==> src/rtl/pgkey_pkg.sv <==
package pgkey_pkg;

   typedef enum logic [1:0] {
      ACC_LOAD  = 2'd0,
      ACC_STORE = 2'd1,
      ACC_FETCH = 2'd2,
      ACC_ALT   = 2'd3
   } acc_kind_e;

   typedef enum logic [1:0] {
      ST_IDLE = 2'd0,
      ST_RD   = 2'd1,
      ST_EVAL = 2'd2,
      ST_DONE = 2'd3
   } eng_state_e;

endpackage

==> src/rtl/pgkey_index.sv <==
module pgkey_index #(
   parameter int ADDR_W     = 16,
   parameter int PAGE_SHIFT = 12
) (
   input  logic [ADDR_W-1:0]            addr,
   output logic [ADDR_W-PAGE_SHIFT-1:0] page
);

   generate
      if (PAGE_SHIFT == 0) begin : g_flat
         assign page = addr;
      end else begin : g_paged
         logic unused_offset;
         assign page          = addr[ADDR_W-1:PAGE_SHIFT];
         assign unused_offset = ^addr[PAGE_SHIFT-1:0];
      end
   endgenerate

endmodule

==> src/rtl/pgkey_merge.sv <==
module pgkey_merge #(
   parameter int KEY_W       = 7,
   parameter int REF_BIT     = 2,
   parameter int CHG_BIT     = 1,
   parameter int PERM_W      = 3,
   parameter int WR_PERM_BIT = 1
) (
   input  logic [KEY_W-1:0]  old_key,
   input  logic              is_store,
   input  logic [PERM_W-1:0] perm_in,
   output logic [KEY_W-1:0]  new_key,
   output logic [PERM_W-1:0] perm_adj,
   output logic              changed
);

   generate
      for (genvar i = 0; i < KEY_W; i++) begin : g_key
         if (i == REF_BIT) begin : g_ref
            assign new_key[i] = 1'b1;
         end else if (i == CHG_BIT) begin : g_chg
            assign new_key[i] = old_key[i] | is_store;
         end else begin : g_keep
            assign new_key[i] = old_key[i];
         end
      end

      for (genvar j = 0; j < PERM_W; j++) begin : g_perm
         if (j == WR_PERM_BIT) begin : g_wr
            // Write stays granted only if this is a store or the page is already dirty.
            assign perm_adj[j] = perm_in[j] & (is_store | old_key[CHG_BIT]);
         end else begin : g_pass
            assign perm_adj[j] = perm_in[j];
         end
      end
   endgenerate

   assign changed = (new_key != old_key);

endmodule

==> src/rtl/pgkey_ctrl.sv <==
module pgkey_ctrl
   import pgkey_pkg::*;
#(
   parameter int IDX_W  = 4,
   parameter int PERM_W = 3
) (
   input  logic              clk,
   input  logic              rst_n,
   input  logic              keys_on,
   input  logic              req_valid,
   input  logic [IDX_W-1:0]  req_page,
   input  logic              req_store,
   input  logic [PERM_W-1:0] req_perm,
   input  logic              rd_err,
   input  logic              changed,
   input  logic [PERM_W-1:0] perm_adj,
   output logic              req_ready,
   output logic              rd_en,
   output logic              wr_en,
   output logic [IDX_W-1:0]  page_q,
   output logic              store_q,
   output logic [PERM_W-1:0] perm_q,
   output logic              done,
   output logic [PERM_W-1:0] perm_out
);

   eng_state_e        state;
   logic [PERM_W-1:0] perm_res;

   always_ff @(posedge clk) begin
      if (!rst_n) begin
         state    <= ST_IDLE;
         page_q   <= '0;
         store_q  <= 1'b0;
         perm_q   <= '0;
         perm_res <= '0;
      end else begin
         unique case (state)
            ST_IDLE: begin
               if (req_valid) begin
                  page_q  <= req_page;
                  store_q <= req_store;
                  perm_q  <= req_perm;
                  if (keys_on) begin
                     state <= ST_RD;
                  end else begin
                     perm_res <= req_perm;
                     state    <= ST_DONE;
                  end
               end
            end
            ST_RD: state <= ST_EVAL;
            ST_EVAL: begin
               perm_res <= rd_err ? perm_q : perm_adj;
               state    <= ST_DONE;
            end
            ST_DONE: state <= ST_IDLE;
            default: state <= ST_IDLE;
         endcase
      end
   end

   assign req_ready = (state == ST_IDLE);
   assign rd_en     = (state == ST_RD);
   assign wr_en     = (state == ST_EVAL) && !rd_err && changed;
   assign done      = (state == ST_DONE);
   assign perm_out  = perm_res;

endmodule

==> src/rtl/pgkey_rc_engine.sv <==
module pgkey_rc_engine
   import pgkey_pkg::*;
#(
   parameter int ADDR_W      = 16,
   parameter int PAGE_SHIFT  = 12,
   parameter int KEY_W       = 7,
   parameter int REF_BIT     = 2,
   parameter int CHG_BIT     = 1,
   parameter int PERM_W      = 3,
   parameter int WR_PERM_BIT = 1
) (
   input  logic                         clk,
   input  logic                         rst_n,
   input  logic                         keys_on,
   input  logic                         req_valid,
   output logic                         req_ready,
   input  logic [ADDR_W-1:0]            req_addr,
   input  logic [1:0]                   req_kind,
   input  logic [PERM_W-1:0]            req_perm,
   output logic                         done,
   output logic [PERM_W-1:0]            perm_out,
   output logic                         kr_rd_en,
   output logic                         kr_wr_en,
   output logic [ADDR_W-PAGE_SHIFT-1:0] kr_addr,
   input  logic [KEY_W-1:0]             kr_rd_data,
   input  logic                         kr_rd_err,
   output logic [KEY_W-1:0]             kr_wr_data
);

   localparam int IDX_W = ADDR_W - PAGE_SHIFT;

   generate
      if (PAGE_SHIFT < 0 || PAGE_SHIFT >= ADDR_W) begin : g_bad_shift
         $error("PAGE_SHIFT must lie in [0, ADDR_W)");
      end
      if (REF_BIT >= KEY_W || CHG_BIT >= KEY_W || REF_BIT == CHG_BIT) begin : g_bad_key
         $error("REF_BIT and CHG_BIT must be distinct bits of the key");
      end
      if (WR_PERM_BIT >= PERM_W) begin : g_bad_perm
         $error("WR_PERM_BIT must lie inside the permission field");
      end
   endgenerate

   logic [IDX_W-1:0]  req_page;
   logic              store_q;
   logic [PERM_W-1:0] perm_q;
   logic [PERM_W-1:0] perm_adj;
   logic              changed;

   pgkey_index #(
      .ADDR_W    (ADDR_W),
      .PAGE_SHIFT(PAGE_SHIFT)
   ) u_index (
      .addr(req_addr),
      .page(req_page)
   );

   pgkey_ctrl #(
      .IDX_W (IDX_W),
      .PERM_W(PERM_W)
   ) u_ctrl (
      .clk      (clk),
      .rst_n    (rst_n),
      .keys_on  (keys_on),
      .req_valid(req_valid),
      .req_page (req_page),
      .req_store(req_kind == ACC_STORE),
      .req_perm (req_perm),
      .rd_err   (kr_rd_err),
      .changed  (changed),
      .perm_adj (perm_adj),
      .req_ready(req_ready),
      .rd_en    (kr_rd_en),
      .wr_en    (kr_wr_en),
      .page_q   (kr_addr),
      .store_q  (store_q),
      .perm_q   (perm_q),
      .done     (done),
      .perm_out (perm_out)
   );

   pgkey_merge #(
      .KEY_W      (KEY_W),
      .REF_BIT    (REF_BIT),
      .CHG_BIT    (CHG_BIT),
      .PERM_W     (PERM_W),
      .WR_PERM_BIT(WR_PERM_BIT)
   ) u_merge (
      .old_key (kr_rd_data),
      .is_store(store_q),
      .perm_in (perm_q),
      .new_key (kr_wr_data),
      .perm_adj(perm_adj),
      .changed (changed)
   );

endmodule

==> config.mk <==
export PLATFORM = sky130hd
export DESIGN_NAME = pgkey_rc_engine
export DESIGN_NICKNAME = d
export VERILOG_FILES = /design/src/rtl/pgkey_pkg.sv /design/src/rtl/pgkey_index.sv /design/src/rtl/pgkey_merge.sv /design/src/rtl/pgkey_ctrl.sv /design/src/rtl/pgkey_rc_engine.sv
export SDC_FILE = /design/constraint.sdc
export NUM_CORES = 1
export LEC_CHECK = 0
export BUFFER_PORTS_ARGS = -buffer_cell sky130_fd_sc_hd__buf_2
export CAP_MARGIN = 10
export CORE_AREA = 2 2 46 48
export CTS_CLUSTER_DIAMETER = 80
export DETAILED_ROUTE_END_ITERATION = 8
export DIE_AREA = 0 0 48 50
export HOLD_SLACK_MARGIN = 0.05
export PLACE_DENSITY = 0.77
export SYNTH_ARGS = -nofsm -noshare
export SYNTH_HDL_FRONTEND = slang
export SYNTH_SLANG_ARGS = --single-unit
==> constraint.sdc <==
create_clock -name clk -period 4.2 [get_ports clk]
set_input_delay 0.42 -clock clk [delete_from_list [all_inputs] [get_ports clk]]
set_output_delay 0.42 -clock clk [all_outputs]
set_load 0.01 [all_outputs]
* Yosys cells after proc, flatten, opt, wreduce, memory -nomap -nowiden
Index checks and enable logic that the tools add are counted.
** Word-level totals
- Bits in registers :: 13
- Bits in latches :: 0
- Memory bits (writable) :: 0
- Bits in read-only memories :: 0
- Logic and storage cells :: 28
- Memories kept :: 0
** Cells by class
- Add/subtract/negate cells :: 0
- Multipliers :: 0
- Div/mod/pow operators :: 0
- Magnitude comparators :: 0
- Eq/ne operators :: 7
- Shifts and indexed selects :: 0
- Multiplexer cells :: 7
- Bitwise logic cells :: 2
- Reductions and logical operators :: 7
** Operators by type and width (number)
- $pmux 2 s4 :: 1
- $mux 2 :: 3
- $mux 3 :: 2
- $pmux 3 s2 :: 1
- $eq 2x1->1 const B :: 2
- $eq 2x2->1 const B :: 2
- $ne 2x2->1 const B :: 2
- $reduce_and 3->1 :: 1
- $logic_and 1x1->1 :: 2
- $logic_not 2->1 :: 1
- $ne 2x2->1 :: 1
- $reduce_and 2->1 :: 1
- $reduce_bool 2->1 :: 1
- $and 1x1->1 :: 1
- $logic_not 1->1 :: 1
- $or 1x1->1 :: 1

* Depth between registers and ports, before layout
- Depth in word-level cells :: 4
- Depth in mapped cells :: 6

* Cells and area by module
A second synthesis with hierarchy kept.
** Unflattened totals
- Cell total of the unflattened synthesis :: 98
- Area total of the unflattened synthesis :: 813.3 µm²
** By module, submodules not included
- pgkey_ctrl :: times used 1, cells an instance 80, area an instance 679.4 µm², sequential area each 260.2 µm²
- pgkey_merge :: times used 1, cells an instance 13, area an instance 90.1 µm², sequential area each 0.0 µm²
- pgkey_index :: times used 1, cells an instance 4, area an instance 30.0 µm², sequential area each 0.0 µm²
- pgkey_rc_engine :: times used 1, cells an instance 1, area an instance 13.8 µm², sequential area each 0.0 µm²

* Worst setup path before layout
Ideal clock, no wire load.
- Path type :: register to register
- From :: reg u_ctrl.state[0]
- To :: reg u_ctrl.perm_res[1] (netlist: u_ctrl.perm_out[1])
- Library setup time :: 119 ps
- Arrival :: 1402 ps
- Setup slack :: 2680 ps
- Cell stages (with the launch flop) :: 6
- Path buffers :: 0
- Clock period less this slack :: 1520 ps
- Cells stage by stage :: dfxtp_1 > inv_1 > ha_1 > mux2_4 > and2_4 > o221a_1
** Between the ends
- Cells in the longest elaborated chain, start to end :: 3
- Elaborated cells between the ends (all ways) :: 7
- Those cells by class :: eq/ne (3); mux (1); reduce/logical (3)
** Ends and longest elaborated chain
- start: declaration :: line pgkey_ctrl.sv:27 : eng_state_e state;
- start signal: assignment :: line pgkey_ctrl.sv:32 : state <= ST_IDLE;
- start signal: assignment :: line pgkey_ctrl.sv:45 : state <= ST_RD;
- start signal: assignment :: line pgkey_ctrl.sv:48 : state <= ST_DONE;
- $logic_not 2->1 *
- named net req_ready :: line pgkey_rc_engine.sv:16 : output logic req_ready,
- $ne 2x2->1 (no line) / $reduce_bool 2->1 (equally long branches)
- $reduce_and 3->1 (no line)
- end signal: assignment :: line pgkey_ctrl.sv:47 : perm_res <= req_perm;
- end signal: assignment :: line pgkey_ctrl.sv:54 : perm_res <= rd_err ? perm_q : perm_adj;
- end: declaration :: line pgkey_ctrl.sv:28 : logic [PERM_W-1:0] perm_res;
The timed path passes the listed nets; every way through them passes the cells marked *.
A chain may end at the register's enable or synchronous reset.

* Final worst setup path
- From :: reg u_ctrl.state[0]
- To :: out kr_wr_en
** Between the ends
- Cells in the longest elaborated chain, start to end :: 3
** Ends and longest elaborated chain
- $eq 2x2->1 :: line pgkey_ctrl.sv:65 : assign wr_en = (state == ST_EVAL) && !rd_err && changed;
- $logic_and 1x1->1 (2 in a row) :: line pgkey_ctrl.sv:65
- end: declaration :: line pgkey_rc_engine.sv:23 : output logic kr_wr_en,
No other way between the ends.

==> metrics <==
core area=roughly 1900 sq um; Finished Core Util=44.9%; crit path kind=flop to output port; Cells after Synth=81; die area=approximately 2400 sq um; n_diodes=0; Hold Violations, Final=0; top-area cell type share of the netlist area=35.0%; worst-path cell chain=inv_1 -> ha_1 -> and3b_2 -> buf_2; Num CTS Buffers=3; run status=complete, no violations; Post-CTS Hold Fix Bufs=0; vias per cell=~4.8; commonest cells after routing, fill and taps aside=27 x buf_2, 13 x dfxtp_1, 12 x nand2_1; Area contributors post-synth=dfxtp_1 35%, a21boi_1 9.1%, ha_1 8.4%; Cell Rows=16; final WL=approximately 1.5 mm; Final Setup Violations=0; Yosys reg bits=13; PwrDens=about 580 nW/um^2; clock skew=around 0.0007 ns; CTS tree=yes; I/O pins=51; DR pass1 iterations=3; Initial Util=between 30% and 40%; peak supply drop=between 0.2 and 0.3 mV; CP arrival=approximately 1.5 ns; Slew Limit Fails=0; Final nets=roughly 140; Synth area leader=dfxtp_1; async set or reset register ratio after synthesis=0%; Crit path largest cell delay=about 0.39 ns; share of layout cells above drive strength 1=34.3%; Most used DFF post-synth=dfxtp_1; initial DRC count=11; Crit. End Element=output port; port bufs=27; synthesized area per cell=a little over 9 sq um; placer congestion estimate=a little over 0.7; H-tree levels=1; most common cell after layout, fill and taps aside=buf_2; sequential area share after synthesis=35.0%; Synthesized Nets=119; synthesized area=between 700 and 800 sq um; first-pass GRT wire length=2.24 mm; Worst EP required=3.78 ns; die height=roughly 50 um; Cell variety after synth=26; Hold Path Class=input port to flop; # clock sinks=13; die span in x=between 40 and 50 um; DP Worst Slack=between 2 and 3 ns; wire per inst=between 10 and 15 um; DRC=0; CTS max path bufs=2; # Post-CTS Setup Buffers=0; Antenna Nets Post-Route=0; Worst path slowest cell=dfxtp_1; max-cap violations=0; Area Overhead vs Synth=14.8%; Worst-path clk slew=about 0.080 ns; Post-DP HPWL=1.18 mm; CP top delay family=flip-flops; RSZ-0062 raised after global routing=no; crit path launch type=flop; EDFF count, synth=0; Critical Path Fanout Max=7; CTS Root Buffer Type=clkbuf_4; Buf/Inv on CP=2; r2r setup slk=around 2.6 ns; largest net degree at the start of global routing=14; post-layout min period=about 1.9 ns; Leak=0.422 nW; fmax=535 MHz; minimum setup slack in the final design=around 2.3 ns; Ys Warns=0; final worst path period share=approximately 45%; initial antenna violation count=0; grt ovf=0; GRT Util Overall=about an eighth; Skew-Pair Late Insertion Delay=approximately 0.27 ns; CTS resizes=0; vias post-DR=about 620; Sum Neg Setup Slack=0 ns; vias in the first global route=~560
==> cell type report <==
class                      instances  area (sq um)
inverter                           3          11.3
tap                               27          33.8
sequential                        13           260
multi-input combinational         55           387
clock buffer                       4          26.3
timing repair buffer              27           135
fill                             195          1050
==> synthesized netlist by cell type (2+ instances only) <==
master and number:
a21boi_1 9, ha_1 5, nand3_1 10, o211a_1 3, dfxtp_1 13, mux2i_1 2, inv_1 3, nand2_1 12
buf_6 2, buf_4 6
==> metal layers <==
layer	vias up	track usage (%)	share of wire, %
li1	315	-	-
met1	286	13.6	42
met2	18	22.9	51
met3	4	3.30	6.1
met4	0	5.41	1.2
met5	-	0	0
==> worst register-to-register path, stage by stage, from the launching register on <==
cell     delay (ns)
dfxtp_1        0.39
inv_1          0.10
ha_1           0.31
mux2_4         0.32
and2_4         0.15
o221a_1        0.23
==> final timing paths <==
check | endpoint | cells past startpoint | from
setup / recovery | kr_wr_en | 4 | u_ctrl.state[0]
hold / removal | u_ctrl.page_q[2] | 3 | req_addr[14]
setup reg to reg | u_ctrl.perm_out[1] | 5 | u_ctrl.state[0]
hold reg to reg | u_ctrl.perm_q[1] | 2 | u_ctrl.perm_q[1]
==> logic make-up after synthesis <==
| family | Yosys count | share of synthesized area (%) |
|---|---|---|
| adders and majority gates | 5 | 8.42 |
| AOI/OAI and AO/OA | 16 | 17.5 |
| DFF | 13 | 35.0 |
| muxes | 3 | 4.71 |
| other | 1 | 0.505 |
| buffers and inverters | 13 | 13.0 |
| and+or+nand+nor | 30 | 20.9 |
==> flip-flops by register name, indices dropped and copies added, names as in the netlist <==
signal / count
u_ctrl.state: 2
u_ctrl.perm_out: 3
u_ctrl.store_q: 1
u_ctrl.perm_q: 3
u_ctrl.page_q: 4
==> power breakdown <==
part / switching [mW] / internal, mW / total [mW]
registers: 0.0206 / 0.157 / 0.177
logic: 0.131 / 0.108 / 0.239
clock network: 0.0388 / 0.0368 / 0.0756
==> stage by stage <==
step                      instance area, sq um  instances  hold slack (ns)  power, mW
after floorplan                            743         81            0.432      0.377
after global placement                     827        125            0.439      0.411
after detailed placement                   827        125            0.442      0.421
after CTS                                  853        129            0.389      0.498
after global routing                       853        129            0.400      0.534
final                                      853        129            0.398      0.491
No activity file was read; power rests on OpenSTA's default activity.
